File: config.mk
export PLATFORM = sky130hd
export DESIGN_NAME = pipe5_core
export DESIGN_NICKNAME = d
export VERILOG_FILES = /design/src/rtl/pipe5_pkg.sv /design/src/rtl/pipe5_decode.sv /design/src/rtl/pipe5_alu.sv /design/src/rtl/pipe5_regfile.sv /design/src/rtl/pipe5_core.sv
export SDC_FILE = /design/constraint.sdc
export NUM_CORES = 2
export LEC_CHECK = 0
export ABC_AREA = 1
export BUFFER_PORTS_ARGS = -buffer_cell sky130_fd_sc_hd__buf_4
export CAP_MARGIN = 5
export CORE_ASPECT_RATIO = 1.4
export CORE_MARGIN = 2
export CORE_UTILIZATION = 45
export DETAILED_ROUTE_END_ITERATION = 8
export PLACE_DENSITY = 0.59
export SKIP_CTS_REPAIR_TIMING = 1
export SYNTH_ARGS = -nofsm -noshare
export SYNTH_HDL_FRONTEND = slang
export SYNTH_HIERARCHICAL = 1
export SYNTH_SLANG_ARGS = --single-unit
File: constraint.sdc
create_clock -name clk -period 2.8 [get_ports clk]
set_clock_uncertainty 0.05 [all_clocks]
set_input_delay 0.14 -clock clk [delete_from_list [all_inputs] [get_ports clk]]
set_output_delay 0.14 -clock clk [all_outputs]
set_load 0.05 [all_outputs]
File: src/rtl/pipe5_pkg.sv
package pipe5_pkg;

  localparam int unsigned FIELD_W = 5;

  localparam logic [5:0] OPC_REG    = 6'h00;
  localparam logic [5:0] OPC_BRZ    = 6'h04;
  localparam logic [5:0] OPC_ADDI   = 6'h08;
  localparam logic [5:0] OPC_SLTI   = 6'h0A;
  localparam logic [5:0] OPC_ANDI   = 6'h0C;
  localparam logic [5:0] OPC_ORI    = 6'h0D;
  localparam logic [5:0] OPC_XORI   = 6'h0E;
  localparam logic [5:0] OPC_LOADW  = 6'h23;
  localparam logic [5:0] OPC_STOREW = 6'h2B;

  localparam logic [5:0] FN_ADD = 6'h20;
  localparam logic [5:0] FN_SUB = 6'h22;
  localparam logic [5:0] FN_AND = 6'h24;
  localparam logic [5:0] FN_OR  = 6'h25;
  localparam logic [5:0] FN_XOR = 6'h26;
  localparam logic [5:0] FN_SLT = 6'h2A;

  typedef enum logic [2:0] {
    ALU_ADD, ALU_SUB, ALU_AND, ALU_OR, ALU_XOR, ALU_SLT
  } alu_op_e;

  typedef struct packed {
    logic               wr_en;
    logic               use_imm;
    logic               is_load;
    logic               is_store;
    logic               is_branch;
    alu_op_e            op;
    logic [FIELD_W-1:0] dest;
  } ctrl_t;

  localparam ctrl_t CTRL_NOP = '{
    wr_en: 1'b0, use_imm: 1'b0, is_load: 1'b0, is_store: 1'b0,
    is_branch: 1'b0, op: ALU_ADD, dest: '0
  };

endpackage

File: src/rtl/pipe5_decode.sv
module pipe5_decode
  import pipe5_pkg::*;
(
  input  logic [5:0]         opcode_i,
  input  logic [FIELD_W-1:0] rt_i,
  input  logic [FIELD_W-1:0] rd_i,
  input  logic [FIELD_W-1:0] shamt_i,
  input  logic [5:0]         funct_i,
  output ctrl_t              ctrl_o
);

  logic  known;
  logic  writes;
  ctrl_t raw;

  always_comb begin
    raw    = CTRL_NOP;
    known  = 1'b1;
    writes = 1'b1;
    raw.dest = rt_i;
    case (opcode_i)
      OPC_REG: begin
        raw.dest = rd_i;
        case (funct_i)
          FN_ADD:  raw.op = ALU_ADD;
          FN_SUB:  raw.op = ALU_SUB;
          FN_AND:  raw.op = ALU_AND;
          FN_OR:   raw.op = ALU_OR;
          FN_XOR:  raw.op = ALU_XOR;
          FN_SLT:  raw.op = ALU_SLT;
          default: known  = 1'b0;
        endcase
        if (shamt_i != '0) known = 1'b0;
      end
      OPC_ADDI:  begin raw.op = ALU_ADD; raw.use_imm = 1'b1; end
      OPC_SLTI:  begin raw.op = ALU_SLT; raw.use_imm = 1'b1; end
      OPC_ANDI:  begin raw.op = ALU_AND; raw.use_imm = 1'b1; end
      OPC_ORI:   begin raw.op = ALU_OR;  raw.use_imm = 1'b1; end
      OPC_XORI:  begin raw.op = ALU_XOR; raw.use_imm = 1'b1; end
      OPC_LOADW: begin
        raw.op = ALU_ADD; raw.use_imm = 1'b1; raw.is_load = 1'b1;
      end
      OPC_STOREW: begin
        raw.op = ALU_ADD; raw.use_imm = 1'b1; raw.is_store = 1'b1;
        writes = 1'b0;
      end
      OPC_BRZ: begin
        raw.is_branch = 1'b1;
        writes = 1'b0;
      end
      default: known = 1'b0;
    endcase
    raw.wr_en = writes && (raw.dest != '0);
    ctrl_o = known ? raw : CTRL_NOP;
  end

endmodule

File: src/rtl/pipe5_alu.sv
module pipe5_alu
  import pipe5_pkg::*;
#(
  parameter int unsigned DATA_W = 32
) (
  input  alu_op_e           op_i,
  input  logic [DATA_W-1:0] a_i,
  input  logic [DATA_W-1:0] b_i,
  output logic [DATA_W-1:0] y_o
);

  logic lt;

  always_comb begin
    lt = $signed(a_i) < $signed(b_i);
    case (op_i)
      ALU_ADD: y_o = a_i + b_i;
      ALU_SUB: y_o = a_i - b_i;
      ALU_AND: y_o = a_i & b_i;
      ALU_OR:  y_o = a_i | b_i;
      ALU_XOR: y_o = a_i ^ b_i;
      ALU_SLT: y_o = {{(DATA_W-1){1'b0}}, lt};
      default: y_o = '0;
    endcase
  end

endmodule

File: src/rtl/pipe5_regfile.sv
module pipe5_regfile #(
  parameter int unsigned DATA_W = 32,
  parameter int unsigned REG_N  = 32,
  parameter int unsigned RD_N   = 2,
  localparam int unsigned AW    = $clog2(REG_N)
) (
  input  logic                       clk,
  input  logic                       we_i,
  input  logic [AW-1:0]              waddr_i,
  input  logic [DATA_W-1:0]          wdata_i,
  input  logic [RD_N-1:0][AW-1:0]    raddr_i,
  output logic [RD_N-1:0][DATA_W-1:0] rdata_o
);

  logic [DATA_W-1:0] regs [REG_N];
  logic              wr_ok;

  assign wr_ok = we_i && (waddr_i != '0);

  always_ff @(posedge clk) begin
    if (wr_ok) regs[waddr_i] <= wdata_i;
  end

  for (genvar p = 0; p < RD_N; p++) begin : g_rd
    always_comb begin
      if (raddr_i[p] == '0)
        rdata_o[p] = '0;
      else if (wr_ok && (waddr_i == raddr_i[p]))
        rdata_o[p] = wdata_i;
      else
        rdata_o[p] = regs[raddr_i[p]];
    end
  end

endmodule

File: src/rtl/pipe5_core.sv
module pipe5_core
  import pipe5_pkg::*;
#(
  parameter int unsigned DATA_W   = 32,
  parameter int unsigned REG_N    = 32,
  parameter logic [31:0] RESET_PC = 32'h0
) (
  input  logic              clk,
  input  logic              rst_n,
  input  logic              stall_i,
  output logic [DATA_W-1:0] imem_addr_o,
  input  logic [31:0]       imem_rdata_i,
  output logic [DATA_W-1:0] dmem_addr_o,
  output logic              dmem_re_o,
  output logic              dmem_we_o,
  output logic [DATA_W-1:0] dmem_wdata_o,
  input  logic [DATA_W-1:0] dmem_rdata_i,
  output logic              trace_we_o,
  output logic [4:0]        trace_reg_o,
  output logic [DATA_W-1:0] trace_data_o
);

  localparam int unsigned RF_AW   = $clog2(REG_N);
  localparam logic [DATA_W-1:0] PC_STEP = DATA_W'(4);
  localparam logic [DATA_W-1:0] PC_INIT = DATA_W'(RESET_PC);

  // fetch and fetch/decode register
  logic [DATA_W-1:0] pc_q, pc_d;
  logic              pc_en, ifid_en;
  logic              ifid_valid_q, ifid_valid_d;
  logic [31:0]       ifid_ir_q;
  logic [DATA_W-1:0] ifid_npc_q, ifid_npc_d;

  // decode/execute register
  logic              idex_valid_q, idex_valid_d;
  ctrl_t             idex_ctrl_q, dec_ctrl;
  logic [DATA_W-1:0] idex_a_q, idex_b_q, idex_imm_q, idex_npc_q;
  logic [DATA_W-1:0] dec_imm;
  logic [1:0][RF_AW-1:0]  rf_raddr;
  logic [1:0][DATA_W-1:0] rf_rdata;

  // execute/memory register
  logic              exmem_valid_q, exmem_valid_d;
  logic              exmem_wr_q, exmem_load_q, exmem_store_q, exmem_branch_q;
  logic [4:0]        exmem_dest_q;
  logic [DATA_W-1:0] exmem_alu_q, exmem_alu_d, exmem_b_q;
  logic              exmem_cond_q, exmem_cond_d;
  logic [DATA_W-1:0] alu_b, alu_y;

  // memory/writeback register
  logic              memwb_valid_q, memwb_wr_q, memwb_load_q;
  logic [4:0]        memwb_dest_q;
  logic [DATA_W-1:0] memwb_alu_q, memwb_lmd_q;

  logic taken;

  // ---------------- submodules ----------------
  pipe5_decode u_dec (
    .opcode_i (ifid_ir_q[31:26]),
    .rt_i     (ifid_ir_q[20:16]),
    .rd_i     (ifid_ir_q[15:11]),
    .shamt_i  (ifid_ir_q[10:6]),
    .funct_i  (ifid_ir_q[5:0]),
    .ctrl_o   (dec_ctrl)
  );

  assign rf_raddr[0] = ifid_ir_q[21 +: RF_AW];
  assign rf_raddr[1] = ifid_ir_q[16 +: RF_AW];

  pipe5_regfile #(.DATA_W(DATA_W), .REG_N(REG_N), .RD_N(2)) u_rf (
    .clk     (clk),
    .we_i    (trace_we_o),
    .waddr_i (memwb_dest_q[RF_AW-1:0]),
    .wdata_i (trace_data_o),
    .raddr_i (rf_raddr),
    .rdata_o (rf_rdata)
  );

  pipe5_alu #(.DATA_W(DATA_W)) u_alu (
    .op_i (idex_ctrl_q.op),
    .a_i  (idex_a_q),
    .b_i  (alu_b),
    .y_o  (alu_y)
  );

  // ---------------- next-state logic ----------------
  always_comb begin
    taken   = exmem_valid_q && exmem_branch_q && exmem_cond_q;
    pc_en   = taken || !stall_i;
    ifid_en = pc_en;
    pc_d    = taken ? exmem_alu_q : pc_q + PC_STEP;
    ifid_valid_d = !taken;
    ifid_npc_d   = pc_q + PC_STEP;

    dec_imm      = {{(DATA_W-16){ifid_ir_q[15]}}, ifid_ir_q[15:0]};
    idex_valid_d = ifid_valid_q && !taken && !stall_i;

    alu_b         = idex_ctrl_q.use_imm ? idex_imm_q : idex_b_q;
    exmem_valid_d = idex_valid_q && !taken;
    exmem_cond_d  = (idex_a_q == '0);
    exmem_alu_d   = idex_ctrl_q.is_branch ? idex_npc_q + (idex_imm_q << 2) : alu_y;
  end

  // ---------------- registers ----------------
  always_ff @(posedge clk or negedge rst_n) begin
    if (!rst_n) begin
      pc_q          <= PC_INIT;
      ifid_valid_q  <= 1'b0;
      ifid_ir_q     <= '0;
      ifid_npc_q    <= '0;
      idex_valid_q  <= 1'b0;
      idex_ctrl_q   <= CTRL_NOP;
      idex_a_q      <= '0;
      idex_b_q      <= '0;
      idex_imm_q    <= '0;
      idex_npc_q    <= '0;
      exmem_valid_q <= 1'b0;
      exmem_wr_q    <= 1'b0;
      exmem_load_q  <= 1'b0;
      exmem_store_q <= 1'b0;
      exmem_branch_q <= 1'b0;
      exmem_dest_q  <= '0;
      exmem_alu_q   <= '0;
      exmem_b_q     <= '0;
      exmem_cond_q  <= 1'b0;
      memwb_valid_q <= 1'b0;
      memwb_wr_q    <= 1'b0;
      memwb_load_q  <= 1'b0;
      memwb_dest_q  <= '0;
      memwb_alu_q   <= '0;
      memwb_lmd_q   <= '0;
    end else begin
      if (pc_en) pc_q <= pc_d;
      if (ifid_en) begin
        ifid_valid_q <= ifid_valid_d;
        ifid_ir_q    <= imem_rdata_i;
        ifid_npc_q   <= ifid_npc_d;
      end
      idex_valid_q <= idex_valid_d;
      idex_ctrl_q  <= dec_ctrl;
      idex_a_q     <= rf_rdata[0];
      idex_b_q     <= rf_rdata[1];
      idex_imm_q   <= dec_imm;
      idex_npc_q   <= ifid_npc_q;
      exmem_valid_q  <= exmem_valid_d;
      exmem_wr_q     <= idex_ctrl_q.wr_en;
      exmem_load_q   <= idex_ctrl_q.is_load;
      exmem_store_q  <= idex_ctrl_q.is_store;
      exmem_branch_q <= idex_ctrl_q.is_branch;
      exmem_dest_q   <= idex_ctrl_q.dest;
      exmem_alu_q    <= exmem_alu_d;
      exmem_b_q      <= idex_b_q;
      exmem_cond_q   <= exmem_cond_d;
      memwb_valid_q <= exmem_valid_q;
      memwb_wr_q    <= exmem_wr_q;
      memwb_load_q  <= exmem_load_q;
      memwb_dest_q  <= exmem_dest_q;
      memwb_alu_q   <= exmem_alu_q;
      memwb_lmd_q   <= dmem_rdata_i;
    end
  end

  // ---------------- outputs ----------------
  assign imem_addr_o  = pc_q;
  assign dmem_addr_o  = exmem_alu_q;
  assign dmem_wdata_o = exmem_b_q;
  assign dmem_we_o    = exmem_valid_q && exmem_store_q;
  assign dmem_re_o    = exmem_valid_q && exmem_load_q;
  assign trace_we_o   = memwb_valid_q && memwb_wr_q;
  assign trace_reg_o  = memwb_dest_q;
  assign trace_data_o = memwb_load_q ? memwb_lmd_q : memwb_alu_q;

  // ---------------- assertions ----------------
  AST_RESET_QUIET: assert property (@(posedge clk)
    !rst_n |-> (imem_addr_o == PC_INIT) && !trace_we_o && !dmem_we_o && !dmem_re_o);

  AST_MEM_EXCLUSIVE: assert property (@(posedge clk) disable iff (!rst_n)
    !(dmem_we_o && dmem_re_o));

  AST_NO_R0_TRACE: assert property (@(posedge clk) disable iff (!rst_n)
    trace_we_o |-> (trace_reg_o != '0));

  AST_SEQ_FETCH: assert property (@(posedge clk) disable iff (!rst_n)
    (!stall_i && !taken) |=> (imem_addr_o == $past(imem_addr_o) + PC_STEP));

  AST_BRANCH_REDIRECT: assert property (@(posedge clk) disable iff (!rst_n)
    taken |=> (imem_addr_o == $past(dmem_addr_o)));

  AST_BRANCH_SQUASH: assert property (@(posedge clk) disable iff (!rst_n)
    taken |=> !ifid_valid_q && !idex_valid_q && !exmem_valid_q);

  AST_STALL_HOLD: assert property (@(posedge clk) disable iff (!rst_n)
    (stall_i && !taken) |=> $stable(imem_addr_o) && $stable(ifid_ir_q) && !idex_valid_q);

endmodule

Word level (Yosys, flattened, before mapping)
Memory sizes are Yosys's and may differ from the RTL's.
Index checks and enable logic that the tools add are counted.
{ "totals": {"register_bits": 370, "latch_bits": 0, "ram_bits": 1024, "romBits": 0, "inputBits": 67, "output_inout_bits": 136, "memories": 1} }
{ "memory_table": {"columns": ["name", "depth", "word_bits", "rd", "rd_ports_with_merged_regs", "write_ports", "line_no", "text"], "rows": [
  ["u_rf.regs", 32, 32, 2, 0, 1, "pipe5_regfile.sv:15", "logic [DATA_W-1:0] regs [REG_N];"]
]} }
{ "classes": {"add_sub_neg": 4, "n_mul": 0, "n_div": 0, "order_cmp": 1, "eq_ne": 21, "n_shift": 0, "n_mux": 23, "bitwise": 3, "reduce_logical": 27} }
{ "op_table": {"columns": ["operator", "count"], "rows": [
  ["32-bit two-way mux", 8],
  ["32-bit case mux with 6 select lines", 1],
  ["32-bit adder", 2],
  ["6-bit equality test, second input constant", 8],
  ["32-bit by 3-bit adder with 32-bit output, second input constant", 1],
  ["32-bit bitwise AND", 1],
  ["32-bit logical NOT", 1],
  ["32-bit < comparator", 1],
  ["32-bit bitwise OR", 1],
  ["32-bit subtractor", 1],
  ["32-bit bitwise XOR", 1],
  ["6-bit by 4-bit equality test with 1-bit output, second input constant", 5],
  ["3-bit case mux with 5 select lines", 2],
  ["5-bit nonzero test", 3],
  ["13-bit two-way mux", 1],
  ["1-bit logical AND", 12],
  ["5-bit equality test", 2],
  ["5-bit logical NOT", 2],
  ["1-bit two-way mux", 9],
  ["8-bit OR reduction", 1],
  ["7-bit OR reduction", 1],
  ["3-bit by 2-bit equality test with 1-bit output, second input constant", 2],
  ["3-bit equality test, second input constant", 2],
  ["6-bit by 3-bit equality test with 1-bit output, second input constant", 1],
  ["other kinds (9)", 10]
]} }

Longest topological paths before layout
{ "depth": {"ltp_word": 6, "ltp_mapped": 22, "mapped_depth_nobuf": 20} }

By module
The synthesis kept the hierarchy.
{ "by_module_without_submodules": {"columns": ["module", "instances", "cells_per_inst", "area_per_inst_um2", "seq_area_each_um2"], "rows": [
  ["pipe5_regfile", 1, 6127, 53572.6, 30749.5],
  ["pipe5_core", 1, 1494, 14721.6, 9258.9],
  ["pipe5_alu", 1, 1267, 6341.1, 0.0],
  ["pipe5_decode", 1, 109, 491.7, 0.0]
]} }

Least setup slack after synthesis
OpenSTA, ideal clock, no wires.
{ "synth_path": {"kind": "flip-flop to flip-flop", "from": "register memwb_dest_q[4] (netlist: trace_reg_o[4])", "to": "memory u_rf.regs[12][0], enable pin", "arrival_ns": 2.825, "t_required_ns": 2.329, "path_slack_ns": -0.496, "path_stages_with_launch": 8, "synth_period_minus_slack_ns": 3.296, "cell_sequence": "dfrtp_1 -> buf_2 -> inv_1 -> nand3_1 -> o21ai_1 -> inv_2 -> nand2_1 -> nor2_1"} }
{ "synth_via": {"elab_chain_cells": 4} }
{ "synth_lines": {"columns": ["item", "line_no", "text"], "rows": [
  ["start: declaration", "pipe5_core.sv:52", "logic [4:0] memwb_dest_q;"],
  ["start signal: assignment", "pipe5_core.sv:157", "memwb_dest_q <= exmem_dest_q;"],
  ["5-bit nonzero test", "pipe5_regfile.sv:18", "assign wr_ok = we_i && (waddr_i != '0);"],
  ["1-bit logical AND", "pipe5_regfile.sv:18", null],
  ["1-bit two-way mux", "pipe5_regfile.sv:21", "if (wr_ok) regs[waddr_i] <= wdata_i;"],
  ["1-bit two-way mux (not written as such)", "pipe5_regfile.sv:21", null],
  ["end: declaration", "pipe5_regfile.sv:15", null]
]} }
Parallel ways exist; a longest one is shown, timed or not.

Worst setup path in the final report
{ "layout_path": {"from": "register idex_ctrl_q[11] (netlist bit)", "to": "register exmem_alu_q[11] (netlist: dmem_addr_o[11])"} }
{ "layout_via": {"elab_chain_cells": 4} }
{ "layout_lines": {"columns": ["item", "line_no", "text"], "rows": [
  ["start: declaration", "pipe5_core.sv:36", "ctrl_t idex_ctrl_q, dec_ctrl;"],
  ["start signal: assignment", "pipe5_core.sv:140", "idex_ctrl_q <= dec_ctrl;"],
  ["32-bit two-way mux (*)", "pipe5_core.sv:98", "alu_b = idex_ctrl_q.use_imm ? idex_imm_q : idex_b_q;"],
  ["named net alu_b[2]", "pipe5_core.sv:48", "logic [DATA_W-1:0] alu_b, alu_y;"],
  ["32-bit subtractor or 32-bit adder (tied branches)", "pipe5_alu.sv:18, pipe5_alu.sv:17", null],
  ["32-bit case mux with 6 select lines (*)", "pipe5_alu.sv:16", "case (op_i)"],
  ["named net alu_y[11]", "pipe5_core.sv:48", null],
  ["32-bit two-way mux (*)", "pipe5_core.sv:101", "exmem_alu_d = idex_ctrl_q.is_branch ? idex_npc_q + (idex_imm_q << 2) : alu_y;"],
  ["named net exmem_alu_d[11]", "pipe5_core.sv:46", "logic [DATA_W-1:0] exmem_alu_q, exmem_alu_d, exmem_b_q;"],
  ["end signal: assignment", "pipe5_core.sv:151", "exmem_alu_q <= exmem_alu_d;"],
  ["end: declaration", "pipe5_core.sv:46", null]
]} }
Mark *: on every way through the listed nets, which the timed path passes. The rest lies on a longest branch.
A chain may end at the register's enable or synchronous reset.

==> out/qor.yml <==
worst_hold_path:
  worstHoldStart: "imem_rdata_i[12]"
  min_path_type: "primary input to register"
synth:
  synth_top_cell_by_area: "edfxtp_1"
  synth_commonest_cells: "2640 x nand2_1, 1127 x nand3_1, 1083 x inv_1"
  yosysWarningCount: 6
  synth_edf_count: 1024
  syn_inst: 8997
  ys.flop_type: "edfxtp_1"
  ys_async_sr_fraction_pct: 26.5
  synth.most_common_cell: "nand2_1"
  seq_area_frac_synth_pct: 53.3
  synth_area_leaders: "edfxtp_1 41%, nand2_1 13%, dfrtp_1 12%"
  syn_area_mm2: 0.0751
  syn_avg_cell_area_um2: 8.35
  ys_types: 49
  synth_seq_cells: 1394
  synth.top_cell.area_share_pct: 40.9
setup_path:
  crit_family: "simple AND/OR/NAND/NOR gates"
  arrival_ps: 3510
  r2r-start: "idex_ctrl_q[11]"
  criticalPathCategory: "register to register"
  critPathBufInv: 5
  startpoint_type: "register"
  reg2regPathDepth: 17
  crit_path_end_kind: "register"
  worstPathCellList: "buf_12, buf_12, mux2_4, inv_4, ha_4, inv_2, a21oi_2, nand2_2, buf_4, nand2_2, nand3_4, a21oi_2, o21ai_1, nand2_1, nand3_2, nand2_1, o21ai_1"
  reg2reg_to: "dmem_addr_o[11]"
  critPathMaxFanout: 7
  cp.depth: 17
  slowest_stage: "dfrtp_2"
  critPathMaxStageDelay_ps: 450
  r2r_setup_slack_ps: -90
  cp-startpoint: "idex_ctrl_q[11]"
  cp.required_ps: 3420
  crit_end: "dmem_addr_o[11]"
route:
  ant_nets: 0
  drt_wl_total_um: 322000
  drtPass1Iterations: 8
  drc_errors: 0
  via_count: 68700
  routedWlPerCell_um: 26.9
  vias_per_cell: 5.74
  drt_iter0_drc: 8232
flow_run:
  max_cap_violations: 0
final_layout:
  drive_above_1_share_pct: 17.9
  fill_cells: 14800
  final_nets: 9888
  design_area_mm2: 0.0924
  syn_to_final_growth_pct: 23.0
  fin_util_pct: 55.6
die:
  dieArea_mm2: 0.170
  io_pins: 203
  die_h_um: 487
  rows: 177
  fp.coreArea_mm2: 0.166
  die_w_um: 349
  start_util_pct: 45.2
status:
  status: "finished with violations"
  violations: "negative setup slack"
clock_tree:
  cts_sinks: 1394
  cts_buffers: 147
  cts_buffer_depth: 3
  worstSkewPairLatency_ps: 820
  cts_tree: "yes"
  clockRootBuffer: "clkbuf_16"
  clkTransAtPathRegs_ps: 70
  cts_max_level: 4
timing:
  drv_slew: 0
  fmax_ghz: 0.346
  fin_ws_ps: -87.0
  layout_min_cycle_time_ps: 2890
  period_share_pct: 103
  tightest_slew_ps: 1020
  grt_setup_unrepaired: "yes"
  maxSlewHeadroom_pct: 32.2
  hold_viol: 0
  finalSetupViolCount: 7
pwr:
  power.leakage_nw: 40.6
  fin_total_pwr_mw: 76.6
  ir_drop_mv: 0.711
  p_per_area_mw_per_mm2: 829
global_route:
  grt_overflow: 0
  gr-usage-all-layers_pct: 36.8
  grt_pass1_wl_um: 449000
  grt_antenna_before_repair: 14
  grt_max_degree: 103
  grt_pass1_vias: 65000
placement:
  portBuffers: 202
  gp_congestion: 1.04
  placement.cell_area_mm2: 0.0842
  place_ws_ps: -334
  hpwl_um: 217000
## sequential cells by signal, indices dropped and copies added, names as in the netlist, 5 cells and up
| signal | count |
|---|---|
| dmem_addr_o | 32 |
| dmem_wdata_o | 32 |
| exmem_dest_q | 5 |
| idex_a_q | 32 |
| idex_b_q | 32 |
| idex_ctrl_q | 13 |
| idex_imm_q | 16 |
| idex_npc_q | 32 |
| ifid_ir_q | 32 |
| ifid_npc_q | 32 |
| imem_addr_o | 32 |
| memwb_alu_q | 32 |
| memwb_lmd_q | 32 |
| trace_reg_o | 5 |
| u_rf/regs | 1024 |
## worst min-delay path by stage
| stage | cells past startpoint | slack (ps) | end |
|---|---|---|---|
| finish | 4 | 20 | ifid_ir_q[12] |
| global route | 2 | 10 | memwb_lmd_q[4] |
| CTS | 1 | -770 | dmem_addr_o[17] |
| detailed placement | 1 | 110 | dmem_addr_o[5] |
| global placement | 1 | 100 | idex_a_q[7] |
| floorplan | 0 | -210 | dmem_addr_o[0] |
## power breakdown
| group | total, mW | internal [mW] | switching, mW |
|---|---|---|---|
| registers | 27.7 | 25.8 | 1.85 |
| logic | 28.9 | 9.54 | 19.4 |
| clock network | 20.0 | 11.4 | 8.61 |
| total | 76.6 | 46.7 | 29.9 |
## cell families (layout without fill, tap and decap cells)
kind of cell | count (synthesis) | count (layout) | synth area share, %
AO/OA/AOI/OAI | 1193 | 1193 | 8.98
XOR/XNOR | 51 | 51 | 0.595
adder cells (fa/ha/maj) | 134 | 134 | 2.26
buffers and inverters | 1624 | 2396 | 8.80
flip-flops | 1394 | 1394 | 53.3
multiplexers | 47 | 47 | 0.704
other | 1 | 42 | 0.00499
AND/OR/NAND/NOR | 4553 | 4553 | 25.4
## layer usage
layer / track usage [%] / vias to the layer above / wire length, um
met4: 28.2 / 0 / 29000
li1: - / 30900 / -
met5: 0 / - / 0
met1: 43.0 / 33000 / 114000
met2: 60.7 / 3735 / 152000
met3: 5.88 / 1028 / 27100
## worst min-delay path: cells and delay by family
kind	cells	cell delay, ps
buf+inv	2	630
simple gates	2	90
## layout make-up
type,instances,area [um^2],share of cell area (%)
antenna,10,25.0,0.0271
clock buffer,186,4040,4.37
clock inverter,76,764,0.828
inverter,1105,4210,4.56
multi-input combinational,6010,30900,33.4
sequential,1394,40000,43.3
tap,2148,2690,2.91
timing repair buffer,1029,9730,10.5
## cell usage in the layout (no fill, tap or decap), types with 14 or more instances in the layout
cell,count
ha_4,31
dfrtp_1,358
o211ai_1,260
buf_4,774
inv_1,1033
nand3_1,1095
ha_1,89
mux2_4,38
dlygate4sd3_1,93
xor2_1,29
clkinv_2,25
inv_2,51
clkbuf_1,23
o21ai_0,396
buf_12,126
edfxtp_1,1024
a21oi_1,336
nand2_1,2487
nor3_1,21
o21ai_1,96
nand2_4,41
nor2_2,24
nand3_2,30
buf_6,28
inv_4,16
nor2_4,65
clkbuf_16,154
nor3_2,14
or2_2,64
o22ai_1,23
clkinv_1,23
nor2_1,529
conb_1,32
nand4_1,23
o21ai_2,14
xnor2_1,20
nand2_2,117
a21oi_2,27
## stage by stage
step	hold slack, ps	setup TNS, ps	std cells
2_1_floorplan	-206	-119650	9028
3_3_place_gp	103	-5310	11600
3_5_place_dp	107	-5850	11600
4_1_cts	-771	-9340	11800
5_1_grt	14.9	-2040	12000
6_report	19.8	-257	12000
Power figures use the tool's default switching activity.
